File: config.mk
export PLATFORM = sky130hd
export DESIGN_NAME = trig_play_ctrl
export DESIGN_NICKNAME = d
export VERILOG_FILES = /design/src/rtl/tpc_pkg.sv /design/src/rtl/tpc_debounce.sv /design/src/rtl/tpc_force.sv /design/src/rtl/tpc_seq.sv /design/src/rtl/trig_play_ctrl.sv
export SDC_FILE = /design/constraint.sdc
export NUM_CORES = 1
export LEC_CHECK = 0
export BUFFER_PORTS_ARGS = -buffer_cell sky130_fd_sc_hd__buf_2
export CORE_MARGIN = 4
export CORE_UTILIZATION = 45
export CTS_BUF_LIST = sky130_fd_sc_hd__clkbuf_2
export CTS_CLUSTER_SIZE = 24
export DETAILED_ROUTE_END_ITERATION = 10
export PLACE_DENSITY = 0.74
export RECOVER_POWER = 100
export SYNTH_ARGS = -nofsm -noshare
export SYNTH_HDL_FRONTEND = slang
export SYNTH_HIERARCHICAL = 1
export SYNTH_SLANG_ARGS = --single-unit
File: constraint.sdc
create_clock -name clk_i -period 3 [get_ports clk_i]
set_clock_uncertainty 0.2 [all_clocks]
set_input_delay 0.3 -clock clk_i [delete_from_list [all_inputs] [get_ports clk_i]]
set_output_delay 0.3 -clock clk_i [all_outputs]
set_load 0.02 [all_outputs]
File: src/rtl/tpc_pkg.sv
package tpc_pkg;
  typedef enum logic {ST_IDLE = 1'b0, ST_PLAY = 1'b1} tpc_state_e;
endpackage

File: src/rtl/tpc_debounce.sv
module tpc_debounce #(
  parameter int SLOW_TICKS = 96,
  parameter int FAST_TICKS = 1
) (
  input  logic clk_i,
  input  logic rst_ni,
  input  logic tick_i,
  input  logic raw_i,
  input  logic slow_i,
  output logic level_o
);
  localparam int CW = $clog2(SLOW_TICKS + 1);
  localparam logic [CW:0] SLOW_C = (CW+1)'(SLOW_TICKS);
  localparam logic [CW:0] FAST_C = (CW+1)'(FAST_TICKS);

  logic [CW-1:0] cnt_q;
  logic [CW:0]   cnt_inc;
  logic [CW:0]   thr;
  logic          lvl_q;

  assign cnt_inc = {1'b0, cnt_q} + 1'b1;
  assign thr     = slow_i ? SLOW_C : FAST_C;

  always_ff @(posedge clk_i or negedge rst_ni) begin
    if (!rst_ni) begin
      cnt_q <= '0;
      lvl_q <= 1'b0;
    end else if (tick_i) begin
      if (raw_i != lvl_q) begin
        if (cnt_inc >= thr) begin
          lvl_q <= raw_i;
          cnt_q <= '0;
        end else begin
          cnt_q <= cnt_inc[CW-1:0];
        end
      end else begin
        cnt_q <= '0;
      end
    end
  end

  assign level_o = lvl_q;
endmodule

File: src/rtl/tpc_force.sv
module tpc_force (
  input  logic clk_i,
  input  logic rst_ni,
  input  logic en_i,
  input  logic busy_i,
  input  logic clr_i,
  output logic force_o
);
  logic flag_q;

  always_ff @(posedge clk_i or negedge rst_ni) begin
    if (!rst_ni)      flag_q <= 1'b1;
    else if (!busy_i) flag_q <= 1'b1;
    else if (clr_i)   flag_q <= 1'b0;
  end

  // flag low while busy: slow debounce and retrigger
  assign force_o = en_i & busy_i & ~flag_q;
endmodule

File: src/rtl/tpc_seq.sv
module tpc_seq
  import tpc_pkg::*;
(
  input  logic clk_i,
  input  logic rst_ni,
  input  logic deb_i,
  input  logic level_i,
  input  logic hold_i,
  input  logic retrig_i,
  input  logic loop_i,
  input  logic eos_i,
  output logic start_o,
  output logic stop_o,
  output logic sel_o
);
  tpc_state_e st_q, st_d;
  logic deb_d_q, rise, fall;
  logic start_d, stop_d, sel_d, sel_q, start_q, stop_q;

  assign rise = deb_i & ~deb_d_q;
  assign fall = ~deb_i & deb_d_q;

  always_comb begin
    st_d    = st_q;
    start_d = 1'b0;
    stop_d  = 1'b0;
    sel_d   = sel_q;
    unique case (st_q)
      ST_IDLE: begin
        if (rise) begin
          start_d = 1'b1;
          sel_d   = 1'b0;
          st_d    = ST_PLAY;
        end
      end
      ST_PLAY: begin
        if (hold_i && fall) begin
          stop_d = 1'b1;
          st_d   = ST_IDLE;
        end else if (rise && retrig_i) begin
          start_d = 1'b1;
          sel_d   = 1'b0;
        end else if (eos_i) begin
          if (loop_i) begin
            start_d = 1'b1;
            sel_d   = 1'b1;
          end else if (level_i && deb_i) begin
            start_d = 1'b1;
          end else begin
            st_d = ST_IDLE;
          end
        end
      end
      default: st_d = ST_IDLE;
    endcase
  end

  always_ff @(posedge clk_i or negedge rst_ni) begin
    if (!rst_ni) begin
      st_q    <= ST_IDLE;
      deb_d_q <= 1'b0;
      start_q <= 1'b0;
      stop_q  <= 1'b0;
      sel_q   <= 1'b0;
    end else begin
      st_q    <= st_d;
      deb_d_q <= deb_i;
      start_q <= start_d;
      stop_q  <= stop_d;
      sel_q   <= sel_d;
    end
  end

  assign start_o = start_q;
  assign stop_o  = stop_q;
  assign sel_o   = sel_q;
endmodule

File: src/rtl/trig_play_ctrl.sv
module trig_play_ctrl #(
  parameter int SLOW_TICKS = 96,
  parameter int FAST_TICKS = 1
) (
  input  logic clk_i,
  input  logic rst_ni,
  input  logic tick_i,
  input  logic trig_i,
  input  logic level_mode_i,
  input  logic hold_mode_i,
  input  logic retrig_mode_i,
  input  logic slow_deb_i,
  input  logic loop_en_i,
  input  logic frc_en_i,
  input  logic frc_clr_i,
  input  logic busy_i,
  input  logic eos_i,
  output logic start_o,
  output logic stop_o,
  output logic sent_sel_o,
  output logic deb_o
);
  logic frc, slow_eff, retrig_eff;

  tpc_force u_force (
    .clk_i   (clk_i),
    .rst_ni  (rst_ni),
    .en_i    (frc_en_i),
    .busy_i  (busy_i),
    .clr_i   (frc_clr_i),
    .force_o (frc)
  );

  assign slow_eff   = slow_deb_i | frc;
  assign retrig_eff = retrig_mode_i | frc;

  tpc_debounce #(.SLOW_TICKS(SLOW_TICKS), .FAST_TICKS(FAST_TICKS)) u_deb (
    .clk_i   (clk_i),
    .rst_ni  (rst_ni),
    .tick_i  (tick_i),
    .raw_i   (trig_i),
    .slow_i  (slow_eff),
    .level_o (deb_o)
  );

  tpc_seq u_seq (
    .clk_i    (clk_i),
    .rst_ni   (rst_ni),
    .deb_i    (deb_o),
    .level_i  (level_mode_i),
    .hold_i   (hold_mode_i),
    .retrig_i (retrig_eff),
    .loop_i   (loop_en_i),
    .eos_i    (eos_i),
    .start_o  (start_o),
    .stop_o   (stop_o),
    .sel_o    (sent_sel_o)
  );
endmodule

Yosys cells after proc, flatten, opt, wreduce, memory -nomap -nowiden
Index checks and enable logic that the tools add are counted.
- ROM bits: 0
- RAM bits: 0
- output and inout port bits: 4
- flip-flop bits (word level): 14
- latch bits: 0
- memories kept: 0
- word-level logic and storage cells: 55
- add/sub/neg operators: 1
- multipliers: 0
- muxes and demuxes: 24
- equality and inequality tests: 6
- shift operators: 0
- bitwise logic cells: 10
- divide/modulo/power cells: 0
- $lt $le $gt $ge: 1
- reductions and logical operators: 5
- operators with widths (operator ; count):
    $mux 7 ; 3
    $mux 1 ; 18
    $add 7x1->8 const B ; 1
    $ge 8x8->1 ; 1
    $ne 3x3->1 const B ; 2
    $pmux 1 s2 ; 3
    $and 1x1->1 ; 4
    $ne 2x2->1 const B ; 2
    $not 1->1 ; 4
    $reduce_and 4->1 ; 1
    $logic_and 1x1->1 ; 3
    $reduce_and 3->1 ; 1
    $ne 2x1->1 const B ; 1
    $or 1x1->1 ; 2
    $ne 1x1->1 ; 1

Logic depth before layout (Yosys ltp)
Gate-level depths: netlist (run 1).
- depth in word-level cells: 7
- depth in mapped cells: 11

Modules after synthesis
The synthesis (run 1) kept the hierarchy.
- modules (own cells, without submodules) (module ; area an instance (um2) ; times used ; seq. area each (um2) ; cells each):
    tpc_debounce ; 524.3 ; 1 ; 200.2 ; 53
    tpc_seq ; 220.2 ; 1 ; 125.1 ; 20
    tpc_force ; 41.3 ; 1 ; 26.3 ; 4
    trig_play_ctrl ; 12.5 ; 1 ; 0.0 ; 2

Least setup slack after synthesis (run 1)
No wires, ideal clock.
- path type: flip-flop to flip-flop
- from: reg u_force.flag_q
- to: reg u_deb.cnt_q[3]
- period minus slack after synthesis: 2572 ps
- buffers on the path: 1
- stages on the path, launching flop included: 11
- arrival time: 2276 ps
- setup time: 96 ps
- slack: 428 ps
- path through: dfstp_2 inv_1 and3_1 or2_1 inv_1 ha_1 nor4_2 a31oi_1 or3_1 buf_2 o31ai_1
- cells in the longest elaborated chain, start to end: 7
- ends and longest elaborated chain (item ; RTL line ; source):
    start, declared ; tpc_force.sv:9 ; logic flag_q;
    start signal, assigned ; tpc_force.sv:12 ; if (!rst_ni) flag_q <= 1'b1;
    start signal, assigned ; tpc_force.sv:13 ; else if (!busy_i) flag_q <= 1'b1;
    start signal, assigned ; tpc_force.sv:14 ; else if (clr_i) flag_q <= 1'b0;
    $not 1->1 ; tpc_force.sv:18 ; assign force_o = en_i & busy_i & ~flag_q;
    $and 1x1->1 ; tpc_force.sv:18 ;
    via frc ; trig_play_ctrl.sv:23 ; logic frc, slow_eff, retrig_eff;
    $or 1x1->1 ; trig_play_ctrl.sv:34 ; assign slow_eff = slow_deb_i | frc;
    via slow_eff ; trig_play_ctrl.sv:23 ;
    $mux 7 ; tpc_debounce.sv:22 ; assign thr = slow_i ? SLOW_C : FAST_C;
    $ge 8x8->1 ; tpc_debounce.sv:30 ; if (cnt_inc >= thr) begin
    $mux 7 ; tpc_debounce.sv:30 ;
    $mux 7 ; tpc_debounce.sv:29 ; if (raw_i != lvl_q) begin
    end signal, assigned ; tpc_debounce.sv:34 ; cnt_q <= cnt_inc[CW-1:0];
    end, declared ; tpc_debounce.sv:16 ; logic [CW-1:0] cnt_q;
The timed path passes the listed nets, and every way through them passes these cells.
A chain may end at the register's enable or synchronous reset.

Final worst setup path (run 1)
- from: reg u_force.flag_q
- to: reg u_deb.cnt_q[4]
Same word-level chain as after synthesis.

==> results of run 1 <==
[sequential cells by signal, summed over array words and instances, names as in the netlist]
name            flops
u_deb/cnt_q         7
u_deb/level_o       1
u_force/flag_q      1
u_seq/deb_d_q       1
u_seq/sel_o         1
u_seq/st_q          1
u_seq/start_o       1
u_seq/stop_o        1
[worst max-delay path by stage]
stage                                end  cells past startpoint
final                     u_deb/cnt_q[4]                      9
after global routing      u_deb/cnt_q[3]                      9
after CTS                 u_deb/cnt_q[4]                      9
after detailed placement  u_deb/cnt_q[4]                      9
after global placement    u_deb/cnt_q[4]                      9
after floorplan           u_deb/cnt_q[3]                     10
[area by class of cell]
type | count | area (µm²)
fill | 144 | 643
sequential | 14 | 352
timing repair buffer | 20 | 114
clock buffer | 3 | 15.0
inverter | 6 | 22.5
tap | 24 | 30.0
clock inverter | 1 | 3.75
multi-input combinational | 58 | 414
[critical path, stage by stage, from the launching register on]
cell and delay (ns):
dfstp_2 0.54, inv_1 0.04, and3_1 0.18, or2_1 0.22, inv_1 0.10, ha_1 0.25
nor4_2 0.24, a31oi_1 0.17, or3_1 0.49, o31ai_1 0.22
[per-stage QoR]
stage / instance area [µm²] / total power, µW
floorplan: 798 / 376
global placement: 903 / 423
detailed placement: 903 / 426
CTS: 952 / 517
global route: 951 / 546
finish: 951 / 501
[power by group through the flow]
stage | Combinational, µW | Clock [µW] | Sequential, µW
floorplan | 96.9 | 0 | 279
global placement | 160 | 0 | 264
detailed placement | 161 | 0 | 265
CTS | 164 | 91.4 | 262
global route | 174 | 103 | 269
finish | 155 | 83.8 | 262
[synthesized netlist by cell type (all sizes together) (2+ instances only)]
library cell   n  area (µm²)
or2            2        12.5
o21ai          4        20.0
a21boi         2        18.8
xnor2          3        26.3
nand2b         3        18.8
and3           2        12.5
o31ai          2        15.0
inv            5        18.8
dfrtp         13         325
xor2           3        26.3
or3            2        12.5
nand3          4        25.0
a31oi          2        12.5
nand2          8        30.0
o2bb2ai        3        26.3
ha             4        50.1
a21oi          2        10.0
[layer usage]
layer	wire length, µm	up-vias	part of all wire, %	global-route usage (%)
li1	-	334	-	-
met1	727	326	47	19.5
met3	63	2	4.0	2.71
met4	20	0	1.3	6.91
met2	747	15	48	21.3
met5	0	-	0	0
[timing repair]
action	4_1_cts	5_1_grt
hold endpoints to repair	15	1
gates resized for setup	0	0
setup buffers	0	0
hold buffers	3	1
setup endpoints to repair	0	0
[logic make-up after synthesis]
| family | share of synthesized area (%) |
|---|---|
| AND/OR/NAND/NOR | 17.9 |
| multiplexers | 1.41 |
| AO/OA/AOI/OAI | 20.4 |
| adder cells (fa/ha/maj) | 6.27 |
| buffers and inverters | 3.45 |
| XOR/XNOR | 6.58 |
| flip-flops | 44.0 |
[cell usage in the layout (no fill, tap or decap), types with 2 or more instances in the layout]
cell and instances:
inv_1 4, o2bb2ai_1 3, and3_1 2, a31oi_1 2, dfrtp_1 13, o31ai_1 2, a21oi_1 2, nand3_1 3
clkbuf_1 5, dlygate4sd3_1 4, o21ai_0 4, or3_1 2, clkbuf_2 3, xor2_1 3, clkinv_1 2, buf_2 11
xnor2_1 3, nand2_1 8, nand2b_1 3, ha_1 4
==> flow_summary.json, run 1 <==
{
  "status": "complete, no violations",
  "wl_per_cell_um": 12.4,
  "vias_per_cell": 5.37,
  "dp_cells": 118,
  "die_w_um": 50.1,
  "drive_above_1_share_pct": 19.6,
  "core-area_um2": 1590,
  "clock_power_share_pct": 16.7,
  "hold_viol_final": 0,
  "drtIter0Drc": 10,
  "tightest_slew_ns": 0.756,
  "final_core_util_pct": 59.7,
  "drv_slew": 0,
  "hp-start": "hold_mode_i",
  "rrSetupSlack_ns": 0.27,
  "final_cells": 126,
  "required_ns": 2.98,
  "dp_slack_ns": 0.305,
  "cellLeakagePower_uw": 0.000432,
  "grt_util_all_layers_pct": 14.2,
  "critPathKind": "flop to flop",
  "synth_area_um2": 798,
  "clock_sinks": 14,
  "ys_types": 35,
  "synth_cells": 79,
  "finalSetupViolCount": 0,
  "cts_max_level": 1,
  "cts-root-buf": "clkbuf_2",
  "fmax_mhz": 366,
  "synth-edff-count": 0,
  "gr-total-overflow": 0,
  "holdPathEnd": "u_seq/stop_o",
  "whs_ns": 0.0721,
  "die_area_um2": 2510,
  "path_clk_slew_ns": 0.13,
  "power_density_nw_per_um2": 527,
  "synth_nets": 96,
  "min_path_cells": 3,
  "grt_pass1_wl_um": 2680,
  "wl_um": 1560,
  "area_delta_synth_final_pct": 19.1,
  "timing.rr.start": "u_force/flag_q",
  "combPwrFrac_pct": 30.9,
  "insertion_delay_ns": 0.26,
  "rows": 14,
  "worst_r2r_endpoint": "u_deb/cnt_q[4]",
  "fin_setup_tns_ns": 0,
  "swShare_pct": 36.5,
  "first_pass_iters": 4,
  "synthFlopType": "dfrtp_1",
  "slew_headroom_pct": 49.6,
  "grt_max_degree": 15,
  "p_switching_uw": 183,
  "worst_hold_path_type": "input pin to flop",
  "pin_count": 17,
  "io_buffers": 16,
  "crit_start": "u_force/flag_q",
  "fin_nets": 120,
  "antennaDiodeCount": 0,
  "syn_avg_cell_area_um2": 10.1,
  "seq_area_frac_synth_pct": 44.0,
  "routabilityCongestion": 0.895,
  "antenna_found_initial": 0,
  "cts_buffers": 3,
  "die_h_um": 50.1,
  "vias": 677,
  "end_kind": "flop",
  "ys_ff_latch": 14,
  "ant_nets": 0,
  "worstPathArrival_ns": 2.71,
  "synth-async-reset-ratio_pct": 100,
  "yosys_warnings": 6,
  "fin_crit_ns": 2.73,
  "crit_path_start_kind": "flop",
  "seq_power_share_pct": 52.3,
  "start_util_pct": 50.1,
  "internal-power_uw": 318,
  "hpwl_um": 1240,
  "reg2reg_depth": 9,
  "clk_path_buf_depth": 2,
  "drv_cap": 0,
  "grt_setup_unrepaired": "no",
  "cp_max_fo": 6,
  "cts_tree": "done",
  "post-route-drc-count": 0,
  "layout_setup_ws_ns": 0.269,
  "fin_crit_sh_pct": 91.0,
  "peakVddDrop_v": 0.000359,
  "grt_pass1_vias": 618
}
Note: power is estimated with default switching activity, not from simulation.
==> inputs of run 2 (changes only) <==
--- a/config.mk
+++ b/config.mk
@@ -5,13 +5,14 @@
 export SDC_FILE = /design/constraint.sdc
 export NUM_CORES = 1
 export LEC_CHECK = 0
+export ABC_AREA = 1
 export BUFFER_PORTS_ARGS = -buffer_cell sky130_fd_sc_hd__buf_2
 export CORE_MARGIN = 4
 export CORE_UTILIZATION = 45
 export CTS_BUF_LIST = sky130_fd_sc_hd__clkbuf_2
 export CTS_CLUSTER_SIZE = 24
 export DETAILED_ROUTE_END_ITERATION = 10
-export PLACE_DENSITY = 0.74
+export PLACE_DENSITY = 0.73
 export RECOVER_POWER = 100
 export SYNTH_ARGS = -nofsm -noshare
 export SYNTH_HDL_FRONTEND = slang
==> flow_summary.json, run 2 <==
{
  "ant_nets": 0,
  "start_util_pct": 48.3,
  "synth_cells": 118,
  "reg2reg_depth": 13,
  "synth-xor-area-share_pct": 3.08,
  "peakVddDrop_v": 0.000306,
  "multi_input_area_um2": 385,
  "cts-root-buf": "clkbuf_2",
  "synth_top_cell_by_area": "dfrtp_1",
  "final_cell_area_um2": 978,
  "finalSetupViolCount": 0,
  "io_buffers": 16,
  "area_delta_synth_final_pct": 14.8,
  "worst_r2r_endpoint": "u_deb/cnt_q[1]",
  "grt_max_degree": 15,
  "timing.rr.start": "u_deb/cnt_q[0]",
  "yosys_warnings": 6,
  "grt_pass1_vias": 704,
  "cts_tree": "done",
  "mostFrequentLayoutCell": "nand2_1",
  "synth_nets": 135,
  "final_core_util_pct": 55.5,
  "die_area_um2": 2650,
  "cellLeakagePower_uw": 0.000546,
  "placed_area_um2": 956,
  "fin_crit_sh_pct": 82.1,
  "cts_buffers": 3,
  "drv_slew": 0,
  "cp_max_fo": 8,
  "power_density_nw_per_um2": 517,
  "hold_viol_final": 0,
  "postCtsSetupBuffers": 0,
  "grt_setup_unrepaired": "no",
  "regMostFlops": "u_deb/cnt_q",
  "slew_headroom_pct": 51.5,
  "required_ns": 3.00,
  "fmax_mhz": 406,
  "dp_slack_ns": 0.768,
  "cts_resized": 0,
  "fillCellCount": 182,
  "synthTopCellsByArea": "dfrtp_1, nand2_1, inv_1",
  "fin_crit_ns": 2.46,
  "synth_top_family_by_area": "simple AND/OR/NAND/NOR gates",
  "post-route-drc-count": 0,
  "largest_reg_flops": 7,
  "synth-edff-count": 0,
  "synth_most_common_cell": "nand2_1",
  "synth-simple-area-share_pct": 31.1,
  "clk_path_buf_depth": 2,
  "total_power_uw": 506,
  "hp-start": "frc_clr_i",
  "antenna_found_initial": 0,
  "critPathKind": "flop to flop",
  "end_kind": "flop",
  "fin_nets": 157,
  "path_clk_slew_ns": 0.14,
  "vias": 761,
  "ys_ff_latch": 14,
  "synth.cells.most_frequent": "nand2_1, inv_1, dfrtp_1, nor2_1, nand3_1",
  "antennaDiodeCount": 0,
  "clock_sinks": 14,
  "fin_setup_tns_ns": 0,
  "regArea_um2": 352,
  "ys_types": 19,
  "layout_setup_ws_ns": 0.537,
  "die_h_um": 51.5,
  "gr-total-overflow": 0,
  "routabilityCongestion": 0.917,
  "holdPathEnd": "u_force/flag_q",
  "synthFlopType": "dfrtp_1",
  "drtIter0Drc": 25,
  "core-area_um2": 1760,
  "tightest_slew_ns": 0.728,
  "synth_top_cell_area_share_pct": 38.2,
  "synth_compound_area_share_pct": 6.31,
  "synth_fa_ha_area_share_pct": 5.87,
  "pin_count": 17,
  "wl_per_cell_um": 10.1,
  "status": "complete, no violations",
  "grt_pass1_wl_um": 2750,
  "synthMuxAreaShare_pct": 0,
  "wl_um": 1650,
  "drive_above_1_share_pct": 13.7,
  "hpwl_um": 1270,
  "seq_area_frac_synth_pct": 41.3,
  "rows": 15,
  "grt_util_all_layers_pct": 13.8,
  "first_pass_iters": 4,
  "rrSetupSlack_ns": 0.54,
  "vias_per_cell": 4.64,
  "drv_cap": 0,
  "worstPathArrival_ns": 2.47,
  "crit_path_start_kind": "flop",
  "min_path_cells": 4,
  "worst_hold_path_type": "input pin to flop",
  "cts_max_level": 1,
  "synth_area_um2": 852,
  "cts_hold_buf": 2,
  "mostFrequentLayoutCells": "nand2_1, inv_1, dfrtp_1, buf_2, nor2_1",
  "insertion_delay_ns": 0.27,
  "synth-async-reset-ratio_pct": 100,
  "syn_avg_cell_area_um2": 7.22,
  "die_w_um": 51.5
}
-- run 2: cell count changes in the layout (fill, tap and decap cells not counted), moves of 3 or more --
cell       before  now
nand3_1         3    8
inv_1           4   25
nand4_1         0    3
nand2b_1        3    0
o2bb2ai_1       3    0
nand2_1         8   35
o21ai_0         4    0
o22ai_1         1    5
nor2_1          0   11
-- run 2: worst max path at each step --
| stage | startpoint | slack (ns) | endpoint | cells past startpoint |
|---|---|---|---|---|
| after floorplan | u_deb/cnt_q[0] | 0.95 | u_deb/level_o | 13 |
| after global placement | u_deb/cnt_q[0] | 0.84 | u_deb/cnt_q[1] | 12 |
| after detailed placement | u_deb/cnt_q[0] | 0.77 | u_deb/cnt_q[1] | 12 |
| after CTS | u_deb/cnt_q[0] | 0.73 | u_deb/cnt_q[1] | 12 |
| after global routing | u_deb/cnt_q[0] | 0.38 | u_deb/cnt_q[1] | 12 |
| final | u_deb/cnt_q[0] | 0.54 | u_deb/cnt_q[1] | 13 |
-- run 2: cell families (layout without fill, tap and decap cells) --
kind of cell,after synthesis,count (layout)
AO/OA/AOI/OAI,9,9
XOR/XNOR,3,3
adder cells (fa/ha/maj),4,4
buffers and inverters,27,48
flip-flops,14,14
AND/OR/NAND/NOR,61,61
-- run 2: area by class of cell --
type                            instances  share of cell area, %
Multi-Input combinational cell         77                   39.4
Clock buffer                            3                   1.53
Timing Repair Buffer                   18                   9.59
Sequential cell                        14                   35.9
Inverter                               26                   9.97
Tap cell                               25                   3.20
Clock inverter                          1                  0.384
-- run 2: through the flow --
step,cells,hold slack (ns)
5_1_grt,164,0.0177
3_3_place_gp,158,0.0131
3_5_place_dp,158,0.00956
2_1_floorplan,118,-0.196
4_1_cts,164,0.00444
6_report,164,0.0173
-- run 2: per-layer routing --
metal / wire (µm) / global-route usage [%] / vias to the layer above
met4: 44 / 8.73 / 0
met5: 0 / 0 / -
met2: 793 / 23.3 / 21
met1: 764 / 16.6 / 332
met3: 51 / 1.72 / 4
li1: - / - / 404
-- run 2: worst max-delay path, cell delays in order, from the launching register on --
cell     delay [ns]
dfrtp_1        0.46
nand2_1        0.07
nor3_1         0.29
xor2_1         0.17
ha_1           0.23
nor2_1         0.10
nand2_1        0.07
nor2_1         0.10
nand3_1        0.10
nand2_2        0.06
nand2_1        0.16
nor2_1         0.22
nand2_1        0.08
nand2_1        0.08
-- run 2: report_power, final --
| group | total (µW) | internal (µW) | switching (µW) | leakage [µW] |
|---|---|---|---|---|
| Sequential | 254 | 225 | 29.0 | 0.000179 |
| Clock | 88.1 | 29.0 | 59.1 | 0.0000140 |
| Combinational | 163 | 57.7 | 106 | 0.000353 |
| Total | 506 | 312 | 194 | 0.000546 |
==> inputs of run 3 (changes only) <==
--- a/config.mk
+++ b/config.mk
@@ -5,14 +5,14 @@
 export SDC_FILE = /design/constraint.sdc
 export NUM_CORES = 1
 export LEC_CHECK = 0
-export ABC_AREA = 1
+export ABC_AREA = 0
 export BUFFER_PORTS_ARGS = -buffer_cell sky130_fd_sc_hd__buf_2
 export CORE_MARGIN = 4
 export CORE_UTILIZATION = 45
 export CTS_BUF_LIST = sky130_fd_sc_hd__clkbuf_2
 export CTS_CLUSTER_SIZE = 24
 export DETAILED_ROUTE_END_ITERATION = 10
-export PLACE_DENSITY = 0.73
+export PLACE_DENSITY = 0.74
 export RECOVER_POWER = 100
 export SYNTH_ARGS = -nofsm -noshare
 export SYNTH_HDL_FRONTEND = slang
==> constraint.sdc (replaced) <==
create_clock -name clk_i -period 2.5 [get_ports clk_i]
set_clock_uncertainty 0.2 [all_clocks]
set_input_delay 0.25 -clock clk_i [delete_from_list [all_inputs] [get_ports clk_i]]
set_output_delay 0.25 -clock clk_i [all_outputs]
set_load 0.02 [all_outputs]
==> flow_summary.json, run 3 (same netlist as run 1, synthesis figures left out) <==
{
  "fin_nets": 131,
  "seq_power_share_pct": 47.2,
  "cellLeakagePower_uw": 0.000494,
  "fin_crit_sh_pct": 101,
  "vias_per_cell": 5.34,
  "worst_hold_path_type": "input pin to flop",
  "crit_path_start_kind": "flop",
  "status": "finished, violations left",
  "wl_met3_um": 51,
  "p_switching_uw": 261,
  "drtIter0Drc": 19,
  "layout_setup_ws_ns": -0.0310,
  "cts_max_level": 1,
  "drv_slew": 0,
  "mostFrequentLayoutCells": "dfrtp_1, buf_2, nand2_1, buf_4",
  "fin_crit_ns": 2.53,
  "grt_max_degree": 15,
  "post-route-drc-count": 0,
  "routabilityCongestion": 0.890,
  "drive_above_1_share_pct": 35.4,
  "antennaDiodeCount": 0,
  "mostFrequentLayoutCell": "dfrtp_1",
  "path_clk_slew_ns": 0.14,
  "swShare_pct": 38.8,
  "vias": 732,
  "die_w_um": 50.1,
  "met2_wirelength_um": 1020,
  "slew_headroom_pct": 49.0,
  "antenna_found_initial": 0,
  "grt_setup_unrepaired": "yes",
  "final_cell_area_um2": 1140,
  "hold_viol_final": 0,
  "placed_area_um2": 971,
  "cts_tree": "done",
  "io_buffers": 16,
  "clock_power_share_pct": 16.1,
  "required_ns": 2.50,
  "pin_count": 17,
  "dp_slack_ns": -0.110,
  "regMostFlops": "u_deb/cnt_q",
  "rows": 14,
  "die_area_um2": 2510,
  "clock_sinks": 14,
  "cts_buffers": 3,
  "first_pass_iters": 4,
  "finalSetupViolCount": 5,
  "fmax_mhz": 395,
  "grt_pass1_vias": 737,
  "cp_max_fo": 6,
  "combPwrFrac_pct": 36.7,
  "clk_path_buf_depth": 2,
  "grt_pass1_wl_um": 3100,
  "critPathKind": "flop to flop",
  "largest_reg_flops": 7,
  "peakVddDrop_v": 0.000384,
  "ant_nets": 0,
  "tightest_slew_ns": 0.764,
  "gr-total-overflow": 0,
  "core-area_um2": 1590,
  "internal-power_uw": 413,
  "wirelength_met1_um": 891,
  "grt_util_all_layers_pct": 16.2,
  "area_delta_synth_final_pct": 42.5,
  "wl_per_cell_um": 14.4,
  "power_density_nw_per_um2": 593,
  "violations": "negative setup slack",
  "hpwl_um": 1370,
  "route.top_layer_used": "met4",
  "fin_setup_tns_ns": -0.105,
  "start_util_pct": 50.1,
  "drv_cap": 0,
  "end_kind": "flop",
  "wl_um": 1970,
  "insertion_delay_ns": 0.28,
  "die_h_um": 50.1,
  "cts-root-buf": "clkbuf_2",
  "worstPathArrival_ns": 2.54
}
[run 3: power groups by stage]
| stage | Sequential (µW) | Combinational [µW] | Clock [µW] |
|---|---|---|---|
| after floorplan | 335 | 117 | 0 |
| after global placement | 314 | 201 | 0 |
| after detailed placement | 318 | 206 | 0 |
| after CTS | 316 | 240 | 114 |
| after global routing | 323 | 272 | 123 |
| final | 318 | 248 | 109 |
[run 3: critical path: stages (launching register included)]
cell and delay, ns:
dfstp_2 0.55, inv_2 0.03, and3_4 0.14, or2_1 0.22
inv_2 0.09, ha_4 0.14, nand2b_4 0.05, nor4_4 0.29
a31oi_4 0.15, or3_4 0.42, o31ai_4 0.18
[run 3: through the flow]
stage / hold WS, ns / std cells / total power [µW] / util, %
6_report: 0.0651 / 137 / 675 / 71.4
5_1_grt: 0.0472 / 137 / 718 / 71.4
4_1_cts: 0.0457 / 137 / 671 / 69.0
3_5_place_dp: -0.0388 / 127 / 525 / 60.9
3_3_place_gp: -0.0386 / 127 / 515 / 60.9
2_1_floorplan: -0.246 / 79 / 452 / -
[run 3: worst paths after layout]
kind                                     start              to  slack [ns]  cells past startpoint
worst max register to register  u_force/flag_q  u_deb/cnt_q[3]       -0.03                     10
worst min register to register     u_seq/sel_o     u_seq/sel_o        0.36                      2
worst max-delay path            u_force/flag_q  u_deb/cnt_q[3]       -0.03                     10
min in group asynchronous               rst_ni  u_deb/cnt_q[2]        0.33                      2
max in group asynchronous               rst_ni      u_seq/st_q        1.29                      2
worst min-delay path                    tick_i  u_deb/cnt_q[1]        0.07                      3
[run 3: area by class of cell]
cell class | count | area (µm²)
Timing Repair Buffer | 31 | 204
Clock inverter | 1 | 3.75
Sequential cell | 14 | 352
Multi-Input combinational cell | 58 | 510
Clock buffer | 3 | 15.0
Tap cell | 24 | 30.0
Fill cell | 114 | 457
Inverter | 6 | 22.5
[run 3: timing repair]
item | 4_1_cts | 5_1_grt
hold buffers | 6 | 0
hold endpoints to repair | 18 | 0
pin swaps | 7 | 5
setup buffers | 0 | 0
resized for setup | 10 | 9
setup endpoints to repair | 7 | 7
[run 3: routing by layer]
layer | up-vias | global-route usage (%)
li1 | 355 | -
met1 | 364 | 20.3
met2 | 11 | 27.2
met3 | 2 | 1.81
met4 | 0 | 8.29
met5 | - | 0
